--- config.mk ---
export PLATFORM = sky130hd
export DESIGN_NAME = sck_gap_timer
export DESIGN_NICKNAME = d
export VERILOG_FILES = /design/src/rtl/sckgen_pkg.sv /design/src/rtl/sg_half_timer.sv /design/src/rtl/sg_gap_timer.sv /design/src/rtl/sg_edge_shaper.sv /design/src/rtl/sck_gap_timer.sv
export SDC_FILE = /design/constraint.sdc
export NUM_CORES = 1
export LEC_CHECK = 0
export ABC_CLOCK_PERIOD_IN_PS = 3280
export BUFFER_PORTS_ARGS = -buffer_cell sky130_fd_sc_hd__buf_2
export CAP_MARGIN = 5
export CORE_MARGIN = 2
export CORE_UTILIZATION = 53
export CTS_BUF_LIST = sky130_fd_sc_hd__clkbuf_16
export CTS_CLUSTER_DIAMETER = 50
export DETAILED_ROUTE_END_ITERATION = 6
export PLACE_DENSITY = 0.76
export SYNTH_ARGS = -nofsm -noshare
export SYNTH_HDL_FRONTEND = slang
export SYNTH_HIERARCHICAL = 1
export SYNTH_SLANG_ARGS = --single-unit
--- constraint.sdc ---
create_clock -name clk -period 3.28 [get_ports clk]
set_input_delay 0.164 -clock clk [delete_from_list [all_inputs] [get_ports clk]]
set_output_delay 0.164 -clock clk [all_outputs]
set_load 0.01 [all_outputs]
--- src/rtl/sckgen_pkg.sv ---
// Shared state encoding and helpers for the serial clock / word-gap timer.
// Assumes: nothing beyond plain integer arithmetic.
package sckgen_pkg;

    typedef enum logic [1:0] {
        SG_IDLE = 2'd0,
        SG_RUN  = 2'd1,
        SG_GAP  = 2'd2,
        SG_HOLD = 2'd3
    } sg_state_e;

    // Clamp an integer into [lo, hi].
    function automatic int sg_clamp(input int v, input int lo, input int hi);
        int r;
        r = v;
        if (r < lo) r = lo;
        if (r > hi) r = hi;
        return r;
    endfunction

endpackage

--- src/rtl/sg_half_timer.sv ---
// Half-period counter: produces a one-cycle tick every PERIOD+1 cycles while run is high.
// Assumes: load starts a word (counter loaded with period), period stable while running.
module sg_half_timer #(
    parameter int PRE_W = 8
) (
    input  logic             clk,
    input  logic             rst_n,
    input  logic             load,
    input  logic             run,
    input  logic [PRE_W-1:0] period,
    output logic             tick
);
    logic [PRE_W-1:0] cnt_q;

    assign tick = run && (cnt_q == '0);

    // Count down, reloading on every tick so each half-period has the same length.
    always_ff @(posedge clk) begin
        if (!rst_n)       cnt_q <= '0;
        else if (load)    cnt_q <= period;
        else if (run)     cnt_q <= (cnt_q == '0) ? period : cnt_q - 1'b1;
    end
endmodule

--- src/rtl/sg_gap_timer.sv ---
// Inter-word gap counter: after load with length L, expire is high L cycles later while enabled.
// Assumes: L >= 1 and en is held for the whole gap.
module sg_gap_timer #(
    parameter int LEN_W = 8
) (
    input  logic             clk,
    input  logic             rst_n,
    input  logic             load,
    input  logic             en,
    input  logic [LEN_W-1:0] len,
    output logic             expire
);
    logic [LEN_W-1:0] cnt_q;

    assign expire = en && (cnt_q == '0);

    // Load length minus one, then count down to zero.
    always_ff @(posedge clk) begin
        if (!rst_n)                    cnt_q <= '0;
        else if (load)                 cnt_q <= len - 1'b1;
        else if (en && cnt_q != '0)    cnt_q <= cnt_q - 1'b1;
    end
endmodule

--- src/rtl/sg_edge_shaper.sv ---
// Serial clock output stage: toggles on ticks, parks at the idle level otherwise,
// and marks rising or falling transitions with registered strobes aligned to sck.
// Assumes: idle_lvl is the level sck must show when run is low.
module sg_edge_shaper (
    input  logic clk,
    input  logic rst_n,
    input  logic run,
    input  logic tick,
    input  logic idle_lvl,
    input  logic rx_neg,
    input  logic tx_neg,
    output logic sck,
    output logic sample_stb,
    output logic launch_stb
);
    logic sck_q, samp_q, launch_q;

    // A tick while sck_q is high makes a falling transition; strobes follow the edge selects.
    always_ff @(posedge clk) begin
        if (!rst_n) begin
            sck_q    <= idle_lvl;
            samp_q   <= 1'b0;
            launch_q <= 1'b0;
        end else begin
            samp_q   <= run && tick && (sck_q == rx_neg);
            launch_q <= run && tick && (sck_q == tx_neg);
            if (!run)      sck_q <= idle_lvl;
            else if (tick) sck_q <= ~sck_q;
        end
    end

    assign sck        = sck_q;
    assign sample_stb = samp_q;
    assign launch_stb = launch_q;

    // a sample strobe only appears in a cycle where sck has just changed.
    a_r5_sample_on_edge: assert property (@(posedge clk) disable iff (!rst_n)
        sample_stb |-> (sck != $past(sck)));

    // a launch strobe only appears in a cycle where sck has just changed.
    a_r6_launch_on_edge: assert property (@(posedge clk) disable iff (!rst_n)
        launch_stb |-> (sck != $past(sck)));
endmodule

--- src/rtl/sck_gap_timer.sv ---
// Serial clock and word-gap timer for an SPI master.
// Sequences IDLE -> RUN (one word of 2*B edges) -> GAP (4*G+10 cycles) -> HOLD,
// then RUN again on next_word; stop returns to IDLE from anywhere.
// Assumes: the engine sets at most one edge-select bit; configuration is captured at start.
module sck_gap_timer
    import sckgen_pkg::*;
#(
    parameter int PRE_W     = 8,
    parameter int GAP_W     = 5,
    parameter int BITS_W    = 6,
    parameter int MAX_BITS  = 32,
    parameter int GAP_STEP  = 4,
    parameter int GAP_BASE  = 10,
    parameter int GAP_FMIN  = 1,
    parameter int GAP_FMAX  = 30
) (
    input  logic              clk,
    input  logic              rst_n,
    input  logic [PRE_W-1:0]  cfg_prescale,
    input  logic [GAP_W-1:0]  cfg_gap,
    input  logic [BITS_W-1:0] cfg_bits,
    input  logic              cfg_sck_rev,
    input  logic              cfg_rx_neg,
    input  logic              cfg_tx_neg,
    input  logic              start,
    input  logic              next_word,
    input  logic              stop,
    output logic              sck,
    output logic              launch_stb,
    output logic              sample_stb,
    output logic              word_done,
    output logic              gap_done
);
    localparam int EDGE_W = BITS_W + 1;
    localparam int LEN_W  = $clog2(GAP_STEP * GAP_FMAX + GAP_BASE + 1);

    sg_state_e         state_q;
    logic [PRE_W-1:0]  div_l;
    logic [GAP_W-1:0]  gap_l;
    logic [BITS_W-1:0] bits_l;
    logic              pol_l, rxn_l, txn_l;
    logic [EDGE_W-1:0] edge_q;
    logic              word_done_q, gap_done_q;

    logic              in_idle, in_run, in_gap, in_hold;
    logic              go_first, go_next, go_word;
    logic              tick, expire, last_edge, run_edge, idle_lvl;
    logic [PRE_W-1:0]  period;
    logic [LEN_W-1:0]  gap_len;
    logic [BITS_W-1:0] bits_eff;
    logic [GAP_W-1:0]  gap_eff;

    assign in_idle  = (state_q == SG_IDLE);
    assign in_run   = (state_q == SG_RUN);
    assign in_gap   = (state_q == SG_GAP);
    assign in_hold  = (state_q == SG_HOLD);
    assign go_first = in_idle && start && !stop;
    assign go_next  = in_hold && next_word && !stop;
    assign go_word  = go_first || go_next;

    // Prescale comes straight from the input only when a transfer opens.
    assign period   = in_idle ? cfg_prescale : div_l;
    assign bits_eff = BITS_W'(sg_clamp(int'(cfg_bits), 1, MAX_BITS));
    assign gap_eff  = GAP_W'(sg_clamp(int'(cfg_gap), GAP_FMIN, GAP_FMAX));
    assign gap_len  = LEN_W'(GAP_STEP) * LEN_W'(gap_l) + LEN_W'(GAP_BASE);

    assign last_edge = tick && (edge_q == ({bits_l, 1'b0} - EDGE_W'(1)));
    assign run_edge  = in_run && !stop;
    assign idle_lvl  = (in_idle || stop) ? cfg_sck_rev : pol_l;

    // Sequencer and configuration capture.
    always_ff @(posedge clk) begin
        if (!rst_n) begin
            state_q <= SG_IDLE;
            div_l   <= '0;
            gap_l   <= GAP_W'(GAP_FMIN);
            bits_l  <= BITS_W'(1);
            pol_l   <= 1'b0;
            rxn_l   <= 1'b0;
            txn_l   <= 1'b0;
        end else begin
            if (go_first) begin
                div_l  <= cfg_prescale;
                gap_l  <= gap_eff;
                bits_l <= bits_eff;
                pol_l  <= cfg_sck_rev;
                rxn_l  <= cfg_rx_neg;
                txn_l  <= cfg_tx_neg;
            end
            if (stop) begin
                state_q <= SG_IDLE;
            end else begin
                case (state_q)
                    SG_IDLE: if (start)     state_q <= SG_RUN;
                    SG_RUN:  if (last_edge) state_q <= SG_GAP;
                    SG_GAP:  if (expire)    state_q <= SG_HOLD;
                    SG_HOLD: if (next_word) state_q <= SG_RUN;
                    default:                state_q <= SG_IDLE;
                endcase
            end
        end
    end

    // Count serial clock edges within the current word.
    always_ff @(posedge clk) begin
        if (!rst_n)              edge_q <= '0;
        else if (go_word)        edge_q <= '0;
        else if (in_run && tick) edge_q <= edge_q + 1'b1;
    end

    // Registered completion pulses; stop suppresses both.
    always_ff @(posedge clk) begin
        if (!rst_n) begin
            word_done_q <= 1'b0;
            gap_done_q  <= 1'b0;
        end else begin
            word_done_q <= run_edge && last_edge;
            gap_done_q  <= in_gap && !stop && expire;
        end
    end

    assign word_done = word_done_q;
    assign gap_done  = gap_done_q;

    sg_half_timer #(.PRE_W(PRE_W)) u_half (
        .clk    (clk),
        .rst_n  (rst_n),
        .load   (go_word),
        .run    (in_run),
        .period (period),
        .tick   (tick)
    );

    sg_gap_timer #(.LEN_W(LEN_W)) u_gap (
        .clk    (clk),
        .rst_n  (rst_n),
        .load   (run_edge && last_edge),
        .en     (in_gap),
        .len    (gap_len),
        .expire (expire)
    );

    sg_edge_shaper u_shape (
        .clk        (clk),
        .rst_n      (rst_n),
        .run        (run_edge),
        .tick       (tick),
        .idle_lvl   (idle_lvl),
        .rx_neg     (rxn_l),
        .tx_neg     (txn_l),
        .sck        (sck),
        .sample_stb (sample_stb),
        .launch_stb (launch_stb)
    );

    // Assertion support: cycles since the last tick, strobes this word, cycles since word_done.
    logic [PRE_W-1:0]  half_age_q;
    logic [BITS_W-1:0] samp_cnt_q;
    logic [LEN_W-1:0]  gap_age_q;

    // Age of the current half-period in RUN.
    always_ff @(posedge clk) begin
        if (!rst_n || go_word || tick) half_age_q <= '0;
        else if (in_run)               half_age_q <= half_age_q + 1'b1;
    end

    // Sample strobes observed since the word began.
    always_ff @(posedge clk) begin
        if (!rst_n || go_word) samp_cnt_q <= '0;
        else if (sample_stb)   samp_cnt_q <= samp_cnt_q + 1'b1;
    end

    // Saturating distance from the latest word_done pulse.
    always_ff @(posedge clk) begin
        if (!rst_n)                gap_age_q <= '0;
        else if (word_done)        gap_age_q <= LEN_W'(1);
        else if (gap_age_q != '1)  gap_age_q <= gap_age_q + 1'b1;
    end

    // every tick ends a half-period of exactly d+1 cycles.
    a_r1_half_period: assert property (@(posedge clk) disable iff (!rst_n)
        tick |-> (half_age_q == div_l));

    // a word closes only after B sample strobes.
    a_r7_sample_count: assert property (@(posedge clk) disable iff (!rst_n)
        word_done |-> ((samp_cnt_q + BITS_W'(sample_stb)) == bits_l));

    // gap length measured from word_done.
    a_r3_gap_length: assert property (@(posedge clk) disable iff (!rst_n)
        gap_done |-> (gap_age_q == gap_len));

    // serial clock parked at the captured idle level when the gap ends.
    a_r4_gap_level: assert property (@(posedge clk) disable iff (!rst_n)
        gap_done |-> (sck == pol_l));

    // stop silences every pulse output in the following cycle.
    a_r9_stop_quiet: assert property (@(posedge clk) disable iff (!rst_n)
        stop |=> !(word_done || gap_done || sample_stb || launch_stb));

    // completion pulses never coincide.
    a_r7_done_exclusive: assert property (@(posedge clk) disable iff (!rst_n)
        $onehot0({word_done, gap_done}));
endmodule

### Word level (Yosys, flattened, before mapping)

Index checks and enable logic that the tools add are counted.

* input bits: 27
* output and inout bits: 5
* word-level logic and storage cells: 85
* register bits: 52

* $lt $le $gt $ge: 4
* bitwise operators: 2
* add/subtract/negate cells: 6
* muxes and demuxes: 19
* equal/unequal tests: 11
* reductions and logical operators: 28

Operators with widths (number)
* 2-to-1 mux 8 bit: 6
* greater-than comparator 32 x 6 -> 1 bit (second input constant): 1
* greater-than comparator 32 x 7 -> 1 bit (second input constant): 1
* subtractor 8 x 1 -> 8 bit (second input constant): 3
* logical AND 1 bit: 16
* zero test 8 bit: 2
* 2-to-1 mux 6 bit: 2
* 2-to-1 mux 5 bit: 2
* adder 7 x 4 -> 8 bit (second input constant): 1
* 2-to-1 mux 2 bit: 4
* case mux 2 bit (4 select lines): 1
* nonzero test 8 bit: 1
* adder 7 x 1 -> 7 bit (second input constant): 1
* == test 7 bit: 1
* subtractor 7 x 1 -> 7 bit (second input constant): 1
* less-than comparator 6 x 1 -> 1 bit (second input constant): 1
* less-than comparator 5 x 1 -> 1 bit (second input constant): 1
* == test 2 bit (second input constant): 2
* 2-to-1 mux 1 bit: 4
* != test 2 x 1 -> 1 bit (second input constant): 2
* != test 2 bit (second input constant): 2
* AND reduction 4 bit: 1
* nonzero test 2 bit: 2
* OR reduction 2 bit: 2
* other kinds (7): 10

### Logic depth before layout (Yosys ltp)

Gate-level depths: netlist of the first run.

* word-level depth: 5
* mapped depth: 18
* mapped depth without buffers: 16

### Modules after synthesis

The synthesis of the first run kept the hierarchy.

By module, submodules not included
* sck_gap_timer: times used 1, seq. area each 660.6 µm², cells each 201, area each 1715.4 µm²
* sg_gap_timer: times used 1, seq. area each 160.2 µm², cells each 79, area each 608.1 µm²
* sg_half_timer: times used 1, seq. area each 160.2 µm², cells each 69, area each 586.8 µm²
* sg_edge_shaper: times used 1, seq. area each 70.1 µm², cells each 12, area each 123.9 µm²

### Worst setup path before layout of the first run

OpenSTA, ideal clock, no wires.

* path kind: register to register
* from: register u_half.cnt_q[0]
* to: register u_gap.cnt_q[4]
* setup time: 0.060 ns
* clock period less this slack: 3.640 ns
* path buffers: 1
* data arrival time: 3.580 ns
* setup slack: -0.360 ns
* stages on the path, launching flop included: 17
* required time: 3.220 ns
* cells stage by stage: dfxtp_1 inv_1 ha_1 nor3b_2 and3_2 nand2_1 nor4_2 o2111ai_1 nor3b_1 clkbuf_1 clkinv_1 a21boi_0 ha_1 nand3_1 or3_2 nand3_1 and3_1

* cells in the longest elaborated chain, start to end: 5
* elaborated cells on any way between the ends: 6
* those cells by class: 1 x mux; 5 x reduce/logical

RTL lines
* start, declared: line sg_half_timer.sv:13 `logic [PRE_W-1:0] cnt_q;`
* start signal, assigned: line sg_half_timer.sv:20 `else if (load) cnt_q <= period;`
* start signal, assigned: line sg_half_timer.sv:21 `else if (run) cnt_q <= (cnt_q == '0) ? period : cnt_q - 1'b1;`
* zero test 8 bit (*): line sg_half_timer.sv:15 `assign tick = run && (cnt_q == '0);`
* logical AND 1 bit (*): line sg_half_timer.sv:15
* net tick: line sck_gap_timer.sv:47 `logic tick, expire, last_edge, run_edge, idle_lvl;`
* logical AND 1 bit (*): line sck_gap_timer.sv:67 `assign last_edge = tick && (edge_q == ({bits_l, 1'b0} - EDGE_W'(1)));`
* logical AND 1 bit (*): line sck_gap_timer.sv:137 `.load (run_edge && last_edge),`
* 2-to-1 mux 8 bit or nonzero test 2 bit (tied branches)
* end signal, assigned: line sg_gap_timer.sv:20 `else if (load) cnt_q <= len - 1'b1;`
* end signal, assigned: line sg_gap_timer.sv:21 `else if (en && cnt_q != '0) cnt_q <= cnt_q - 1'b1;`
* end, declared: line sg_gap_timer.sv:13 `logic [LEN_W-1:0] cnt_q;`

The timed path passes the listed nets; every way through them passes the cells marked *.
A chain may end at the register's enable or synchronous reset.

### Worst setup path after layout of the first run

* from: register u_half.cnt_q[1]
* to: register u_gap.cnt_q[4]

The elaborated chain is that of the path after synthesis.

==> results_dict.tcl, run 1 <==
set metrics [dict create \
    clkSlewWorstSetupHoldPaths_ps 70 \
    postLayoutCellArea_mm2 0.00353 \
    fp.dieW_um 79.7 \
    dpl.hpwl_um 4730 \
    numPortBuffers 31 \
    critPathRequiredTime_ps 3520 \
    seq_power_share_pct 44.4 \
    start_util_pct 55.1 \
    period_minus_slack_ps 3020 \
    whs_path_depth 3 \
    synth_seq_cells 52 \
    setup_ws_ps 262 \
    antenna_cells 0 \
    fp.coreArea_mm2 0.00551 \
    ctsLongestPathBuffers 2 \
    synth.top_cell.area_share_pct 33.6 \
    synth-seq-area-share_pct 34.6 \
    finalSetupViolCount 0 \
    fp.dieArea_mm2 0.00635 \
    cp-start-kind "flop" \
    wl_per_cell_um 13.8 \
    ys.flop_type "dfxtp_1" \
    insertion_delay_ps 290 \
    hold_violations 0 \
    tns_ps 0 \
    finalCritPeriodShare_pct 92.0 \
    ant_nets 0 \
    tightest_slew_ps 634 \
    min-delay-start "cfg_tx_neg" \
    p_clk_share_pct 35.4 \
    cts.htree.levels 2 \
    final_cells 474 \
    power.total_mw 1.58 \
    rsz0062_at_grt "false" \
    async_flop_share_pct 0 \
    grt_pass1_vias 2461 \
    yosys-top-cells-area "dfxtp_1 34%, nand2_1 8.0%, a21boi_0 5.2%, xor2_1 4.6%, ha_1 4.5%" \
    p_leak_nw 1.47 \
    syn_avg_cell_area_um2 8.40 \
    cts_hold_buf 0 \
    drv_slew 0 \
    whs_endpoint "txn_l" \
    hold_class "in -> reg" \
    nets 439 \
    grt_max_degree 41 \
    grt_pass1_wl_um 11200 \
    max_freq_mhz 331 \
    peakVddDrop_v 0.000348 \
    tritoncts "yes" \
    root_buffer "clkbuf_16" \
    synthCells 361 \
    switching_share_pct 27.9 \
    ff2ff_setup_slack_ps 260 \
    routed-via-count 2606 \
    cts_buffers 5 \
    place_ws_ps -12.5 \
    grt_use_total_pct 22.4 \
    cts_sinks 52 \
    grt_overflow 0 \
    place_area_mm2 0.00335 \
    yosysMostFrequentCell "nand2_1" \
    worst_setup_path_end_kind "flop" \
    worstRegToRegCells 14 \
    cp_max_fo 5 \
    critPathTopFamily "simple AND/OR/NAND/NOR gates" \
    power-per-cell-area_mw_per_mm2 448 \
    synth_area_mm2 0.00303 \
    finClkSkew_ps 8.13 \
    critPathSlowestCell "or3_2" \
    arrival_ps 3260 \
    nFillCells 472 \
    status "finished clean" \
    drc 0 \
    synthToLayoutAreaGrowth_pct 16.4 \
    antenna_found_initial 0 \
    synth_common_cells "65 x nand2_1, 51 x dfxtp_1, 25 x nor2_1" \
    synthDistinctLibCells 58 \
    synth-edff-count 1 \
    relSlewSlack_pct 57.7 \
    crit_type "reg -> reg" \
    p_int_mw 1.14 \
    drive_gt1_share_pct 20.1 \
    design.portCount 32 \
    firstDrtPassIters 4 \
    gp_congestion 0.871 \
    r2r_start "u_half/cnt_q[1]" \
    drv_cap 0 \
    switchingPower_mw 0.442 \
    critPathBufInv 2 \
    via_per_inst 5.50 \
    fp.dieH_um 79.7 \
    r2r-end "u_gap/cnt_q[4]" \
    cp_common_cell "nand3_1" \
    yosys.area.top_type "dfxtp_1" \
    core.rowCount 27 \
    synth_warnings 6 \
    routed_wl_um 6540 \
    drtIter0Drc 187 \
    critical-path-max-stage-delay_ps 420 \
    p_comb_share_pct 20.2 \
    crit_chain "inv_1 -> ha_1 -> nor3b_4 -> and3_4 -> nand2_1 -> nor4_2 -> o2111ai_2 -> nor3b_2 -> buf_4 -> mux2i_1 -> nand3_1 -> or3_2 -> nand3_1 -> and3_1" \
    dp_cells 465 \
]
[metal layers]
metal  vias up  GRT usage [%]  wire length (um)  share of wire (%)
met1      1213           28.8              3060                 47
met5         -              0                 0                  0
met2        50           38.1              3160                 48
li1       1336              -                 -                  -
met3         7           3.62               213                3.3
met4         0           7.24               105                1.6
[per-stage QoR]
step,hold WS (ps),utilization (%)
after floorplan,292,-
after global placement,422,60.8
after detailed placement,430,60.8
after CTS,123,63.9
after global routing,127,64.1
final,120,64.1
[kinds of logic (layout without fill, tap and decap cells)]
logic type / Yosys count / count (layout) / synth area share (%)
flip-flops: 52 / 52 / 34.6
AND/OR/NAND/NOR: 153 / 153 / 25.4
XOR/XNOR: 28 / 28 / 8.58
multiplexers: 17 / 17 / 5.98
buffers and inverters: 26 / 65 / 3.26
other: 2 / 4 / 0.248
AO/OA/AOI/OAI: 72 / 72 / 17.3
adder cells (fa/ha/maj): 11 / 11 / 4.54
[final cells by class]
type / instances / area [um^2] / area share [%]
Clock buffer: 6 / 150 / 4.25
Clock inverter: 2 / 8.76 / 0.248
Inverter: 14 / 57.6 / 1.63
Multi-Input combinational cell: 285 / 1930 / 54.6
Sequential cell: 52 / 1050 / 29.8
Tap cell: 72 / 90.1 / 2.55
Timing Repair Buffer: 43 / 245 / 6.94
[worst reg2reg max path, delay by kind of cell, from the launching register on]
family	cells	cell delay, ps
AOI/OAI and AO/OA	1	170
adders and majority gates	1	180
buffers and inverters	2	320
DFF	1	330
muxes	1	240
and+or+nand+nor	9	1740
[what timing repair did]
item,in CTS,in global routing
endpoints found under the hold margin,0,0
gates cloned,0,0
pin swaps,0,3
gates resized for setup,1,2
setup buffers,1,0
endpoints found under the setup margin,3,3
[sequential cells by signal, indices dropped and copies added, names as in the netlist, 2 cells and up]
name / cells
bits_l: 6
div_l: 8
edge_q: 7
gap_l: 5
state_q: 2
u_gap/cnt_q: 8
u_half/cnt_q: 8
[power by group through the flow]
stage	logic [mW]	clock network, mW	registers (mW)
6_report	0.320	0.561	0.703
5_1_grt	0.359	0.593	0.707
4_1_cts	0.319	0.569	0.703
3_5_place_dp	0.311	0	0.717
3_3_place_gp	0.304	0	0.714
2_1_floorplan	0.227	0	0.709
[cells in the final DEF, fill, tap and decap left out, types with 3 or more instances in the layout]
cell       Yosys  routed
buf_4          0      12
mux2i_1        8       8
nor3_1         8       8
and3_1         8       8
a31oi_1        3       3
dfxtp_1       51      51
o211ai_1       6       6
buf_2          1      31
mux2_2         9       9
o22ai_1        3       3
xnor2_1       11      11
o21ai_0       10      10
xor2_1        16      16
ha_1          11      10
o21a_1         4       4
nor2_1        25      25
conb_1         2       4
nand2_1       65      65
clkbuf_16      0       6
nand3b_1       7       7
a21boi_0      21      20
nor3b_1        4       3
nand2b_1       3       3
a21oi_1       10      10
nand3_1       10      10
inv_1         13      14
[worst max path at each step]
stage	startpoint	to	slack, ps	cells after the start
2_1_floorplan	u_half/cnt_q[3]	u_gap/cnt_q[4]	20	14
3_3_place_gp	u_half/cnt_q[0]	u_gap/cnt_q[4]	140	15
3_5_place_dp	u_half/cnt_q[0]	u_gap/cnt_q[4]	-10	15
4_1_cts	u_half/cnt_q[1]	u_gap/cnt_q[6]	180	15
5_1_grt	u_half/cnt_q[1]	u_gap/cnt_q[4]	3	15
6_report	u_half/cnt_q[1]	u_gap/cnt_q[4]	260	14
Note: power is estimated with default switching activity, not from simulation.
==> run 2: changes to the inputs <==
--- a/config.mk
+++ b/config.mk
@@ -5,15 +5,15 @@
 export SDC_FILE = /design/constraint.sdc
 export NUM_CORES = 1
 export LEC_CHECK = 0
-export ABC_CLOCK_PERIOD_IN_PS = 3280
+export ABC_CLOCK_PERIOD_IN_PS = 3100
 export BUFFER_PORTS_ARGS = -buffer_cell sky130_fd_sc_hd__buf_2
 export CAP_MARGIN = 5
 export CORE_MARGIN = 2
-export CORE_UTILIZATION = 53
+export CORE_UTILIZATION = 55
 export CTS_BUF_LIST = sky130_fd_sc_hd__clkbuf_16
 export CTS_CLUSTER_DIAMETER = 50
 export DETAILED_ROUTE_END_ITERATION = 6
-export PLACE_DENSITY = 0.76
+export PLACE_DENSITY = 0.75
 export SYNTH_ARGS = -nofsm -noshare
 export SYNTH_HDL_FRONTEND = slang
 export SYNTH_HIERARCHICAL = 1
==> constraint.sdc (replaced) <==
create_clock -name clk -period 3.1 [get_ports clk]
set_input_delay 0.155 -clock clk [delete_from_list [all_inputs] [get_ports clk]]
set_output_delay 0.155 -clock clk [all_outputs]
set_load 0.01 [all_outputs]
==> results_dict.tcl, run 2 (synthesis gave the netlist of run 1 again) <==
set metrics [dict create \
    status "finished clean" \
    core.rowCount 27 \
    cts_buffers 5 \
    gr-usage-met2_pct 37.0 \
    largest_registers "div_l (8), u_gap/cnt_q (8), u_half/cnt_q (8)" \
    grt_pass1_vias 2460 \
    clkSlewWorstSetupHoldPaths_ps 70 \
    max_freq_mhz 339 \
    routed_wl_um 6560 \
    fp.dieH_um 78.3 \
    tightest_slew_ps 519 \
    final_common_cell "nand2_1" \
    gp_congestion 0.917 \
    nets 444 \
    finalSetupViolCount 0 \
    routed-via-count 2618 \
    cts_sinks 52 \
    via_per_inst 5.47 \
    grt_pass1_wl_um 10900 \
    drv_cap 0 \
    finalCritPeriodShare_pct 95.1 \
    arrival_ps 3130 \
    power-per-cell-area_mw_per_mm2 481 \
    crit_type "reg -> reg" \
    drv_slew 0 \
    ctsLongestPathBuffers 2 \
    place_ws_ps -28.3 \
    ant_nets 0 \
    crit_start "u_half/cnt_q[1]" \
    p_leak_nw 1.51 \
    final_cell_mix "64 x nand2_1, 47 x dfxtp_1, 31 x buf_2" \
    grtUsageMet3_pct 3.68 \
    drc 0 \
    cp-start-kind "flop" \
    tritoncts "yes" \
    worst_setup_path_end_kind "flop" \
    cts.htree.levels 2 \
    root_buffer "clkbuf_16" \
    start_util_pct 56.1 \
    grt_overflow 0 \
    period_minus_slack_ps 2950 \
    dpl.hpwl_um 4730 \
    min-delay-start "cfg_rx_neg" \
    hold_class "in -> reg" \
    numPortBuffers 31 \
    critPathRequiredTime_ps 3280 \
    drtIter0Drc 121 \
    setup_ws_ps 152 \
    cp_max_fo 9 \
    grt_max_degree 24 \
    relSlewSlack_pct 65.3 \
    fp.dieArea_mm2 0.00613 \
    r2r_start "u_half/cnt_q[1]" \
    busiest_layer "met2" \
    hold_violations 0 \
    fp.coreArea_mm2 0.00541 \
    peakVddDrop_v 0.000357 \
    synthToLayoutAreaGrowth_pct 18.8 \
    grt_use_total_pct 22.0 \
    final_util_pct 66.7 \
    antenna_cells 0 \
    antenna_found_initial 0 \
    drive_gt1_share_pct 23.3 \
    fp.dieW_um 78.3 \
    cts_hold_buf 0 \
    wl_per_cell_um 13.7 \
    finClkSkew_ps 5.01 \
    use_met1_pct 28.9 \
    firstDrtPassIters 4 \
    design.portCount 32 \
    insertion_delay_ps 290 \
]
-- run 2: changes by cell type in the layout (fill, tap and decap cells not counted), moves of 2 or more --
cell	previous run	this run
buf_4	12	16
inv_1	14	11
dfxtp_2	0	4
dfxtp_1	51	47
inv_2	0	2
-- run 2: per-layer routing --
layer / routed length, um / vias up
met4: 107 / 0
met3: 254 / 10
met5: 0 / -
met1: 3080 / 1209
met2: 3110 / 57
li1: - / 1342
-- run 2: final timing paths --
kind | to | slack [ps] | depth (start not counted)
max | u_gap/cnt_q[2] | 150 | 18
min | rxn_l | 110 | 3
max reg2reg | u_gap/cnt_q[2] | 150 | 18
min reg2reg | div_l[2] | 460 | 2
-- run 2: area by class of cell --
cell class | instances | area, um^2
clock buffer | 5 | 125
inverter | 14 | 57.6
clock inverter | 3 | 46.3
tap | 72 | 90.1
multi-input combinational | 285 | 1940
sequential | 52 | 1060
timing repair buffer | 48 | 287
fill | 475 | 1800
-- run 2: power breakdown --
part           switching [mW]  total [mW]  internal (mW)
logic                   0.188       0.354          0.166
registers              0.0399       0.745          0.705
clock network           0.251       0.635          0.384
total                   0.479        1.73           1.26
-- run 2: timing repair --
action,4_1_cts,5_1_grt
gates resized for setup,0,9
pin swaps,0,6
setup buffers,1,5
setup endpoints to repair,2,4
-- run 2: through the flow --
stage               area, um^2  TNS [ps]  hold WS [ps]  std cells  total power [mW]
finish                    3600         0           106        479              1.73
global route              3600     -68.3           117        479              1.82
CTS                       3540         0           108        474              1.73
detailed placement        3360     -28.3           414        465              1.09
global placement          3360         0           407        465              1.08
floorplan                 3080         0           275        363             0.992
-- run 2: worst max-delay path, cell delays in order, from the launching register on --
cell and delay [ps]:
dfxtp_2 330, inv_2 80, ha_4 140, nor3b_4 180
and3_4 210, nand2_2 50, nor4_2 290, o2111ai_2 170
nor3b_2 210, buf_4 160, buf_6 130, mux2i_1 80
ha_2 200, buf_4 130, nand2_1 70, nor2_1 40
o21ai_0 70, nand3_1 110, and3_1 180
==> run 3: changes to the inputs <==
--- a/config.mk
+++ b/config.mk
@@ -14,6 +14,7 @@
 export CTS_CLUSTER_DIAMETER = 50
 export DETAILED_ROUTE_END_ITERATION = 6
 export PLACE_DENSITY = 0.75
+export REMOVE_ABC_BUFFERS = 1
 export SYNTH_ARGS = -nofsm -noshare
 export SYNTH_HDL_FRONTEND = slang
 export SYNTH_HIERARCHICAL = 1
==> results_dict.tcl, run 3 (synthesis gave the netlist of run 1 again) <==
set metrics [dict create \
    place_ws_ps -61.9 \
    insertion_delay_ps 280 \
    nets 453 \
    p_leak_nw 1.53 \
    worstRegToRegCells 15 \
    critPathRequiredTime_ps 3330 \
    antenna_found_initial 0 \
    peakVddDrop_v 0.000255 \
    seq_power_share_pct 45.2 \
    p_int_mw 1.17 \
    grt_use_total_pct 23.4 \
    finalCritPeriodShare_pct 95.9 \
    switchingPower_mw 0.469 \
    synthToLayoutAreaGrowth_pct 19.3 \
    largest_registers "div_l (8), u_gap/cnt_q (8), u_half/cnt_q (8)" \
    tritoncts "yes" \
    wl_per_cell_um 14.3 \
    min-delay-start "cfg_prescale[0]" \
    tns_ps 0 \
    clkSlewWorstSetupHoldPaths_ps 60 \
    period_minus_slack_ps 2970 \
    cp-start-kind "flop" \
    p_clk_share_pct 31.6 \
    routed-via-count 2730 \
    relSlewSlack_pct 64.8 \
    routed_wl_um 6960 \
    final_common_cell "nand2_1" \
    firstDrtPassIters 4 \
    seq_area_mm2 0.00105 \
    core.rowCount 27 \
    cp_max_fo 5 \
    fp.coreArea_mm2 0.00541 \
    finalSetupViolCount 0 \
    max_freq_mhz 336 \
    root_buffer "clkbuf_16" \
    drive_gt1_share_pct 23.4 \
    drtIter0Drc 128 \
    dpl.hpwl_um 4780 \
    grt_max_degree 23 \
    hold_violations 0 \
    drv_slew 0 \
    ant_nets 0 \
    status "finished clean" \
    final_cell_mix "65 x nand2_1, 49 x dfxtp_1, 31 x buf_2" \
    cts_buffers 5 \
    cts_sinks 52 \
    drv_cap 0 \
    whs_path_depth 3 \
    holdWs_ps 123 \
    fp.dieArea_mm2 0.00613 \
    setup_ws_ps 127 \
    ff2ff_setup_slack_ps 130 \
    grt_pass1_wl_um 11400 \
    drc 0 \
    gp_congestion 0.837 \
    via_per_inst 5.61 \
    r2r_start "u_half/cnt_q[1]" \
    multi_input_area_mm2 0.00193 \
    arrival_ps 3200 \
    grt_pass1_vias 2498 \
    p_comb_share_pct 23.2 \
    fp.dieW_um 78.3 \
    ctsLongestPathBuffers 2 \
    tightest_slew_ps 528 \
    finClkSkew_ps 3.26 \
    r2r-end "u_gap/cnt_q[4]" \
    antenna_cells 0 \
    numPortBuffers 31 \
    power-per-cell-area_mw_per_mm2 454 \
    crit_type "reg -> reg" \
    switching_share_pct 28.6 \
    power.total_mw 1.64 \
    start_util_pct 56.1 \
    worst_setup_path_end_kind "flop" \
    final_util_pct 66.9 \
    hold_class "in -> reg" \
    design.portCount 32 \
    cts.htree.levels 2 \
    nFillCells 440 \
    whs_endpoint "div_l[0]" \
    grt_overflow 0 \
    fp.dieH_um 78.3 \
]
==> run 3: stage by stage <==
step | cell area, um^2 | instances
4_1_cts | 3550 | 482
3_5_place_dp | 3350 | 468
3_3_place_gp | 3350 | 468
6_report | 3620 | 487
2_1_floorplan | 3000 | 351
5_1_grt | 3620 | 487
==> run 3: worst max-delay path by stage <==
stage | start | endpoint | slack [ps] | cells past startpoint
detailed placement | u_half/cnt_q[1] | u_gap/cnt_q[6] | -60 | 16
global placement | u_half/cnt_q[1] | u_gap/cnt_q[6] | 50 | 16
CTS | u_half/cnt_q[1] | u_gap/cnt_q[4] | 2 | 15
finish | u_half/cnt_q[1] | u_gap/cnt_q[4] | 130 | 15
floorplan | u_half/cnt_q[0] | u_gap/cnt_q[4] | -1620 | 15
global route | u_half/cnt_q[1] | u_gap/cnt_q[4] | -70 | 15
==> run 3: what timing repair did <==
action / 4_1_cts / 5_1_grt
buffers inserted: 7 / 5
endpoints found under the setup margin: 2 / 5
pin swaps: 1 / 3
hold buffers: 0 / 0
resized for setup: 5 / 10
==> run 3: area by class of cell <==
type	instances	share of cell area [%]
clock buffers	5	3.46
clock inverters	2	0.207
inverters	14	1.45
multi-input cells	285	53.4
flip-flops and latches	52	29.1
well taps	72	2.49
repair buffers	57	9.89
==> run 3: worst max-delay path, stage by stage (launching register included) <==
cell       delay, ps
dfxtp_2          340
inv_2             80
ha_4             130
nor3b_4          210
and3_4           220
nand2_1           60
nor4_2           170
o2111ai_2        170
nor3b_2          310
buf_6            170
buf_6            110
mux2i_1          170
nand3_1          140
or3_2            430
nand3_1           80
and3_1           140
==> run 3: routing by layer <==
| layer | track usage [%] | wire [um] | up-vias |
|---|---|---|---|
| li1 | - | - | 1360 |
| met2 | 39.7 | 3290 | 81 |
| met5 | 0 | 0 | - |
| met1 | 30.5 | 3240 | 1281 |
| met3 | 3.79 | 349 | 8 |
| met4 | 7.19 | 79 | 0 |
==> run 3: power groups by stage <==
| stage | sequential [mW] | clock, mW | combinational, mW |
|---|---|---|---|
| after floorplan | 0.749 | 0 | 0.228 |
| after global placement | 0.751 | 0 | 0.335 |
| after detailed placement | 0.754 | 0 | 0.344 |
| after CTS | 0.739 | 0.530 | 0.350 |
| after global routing | 0.745 | 0.552 | 0.417 |
| final | 0.742 | 0.519 | 0.381 |
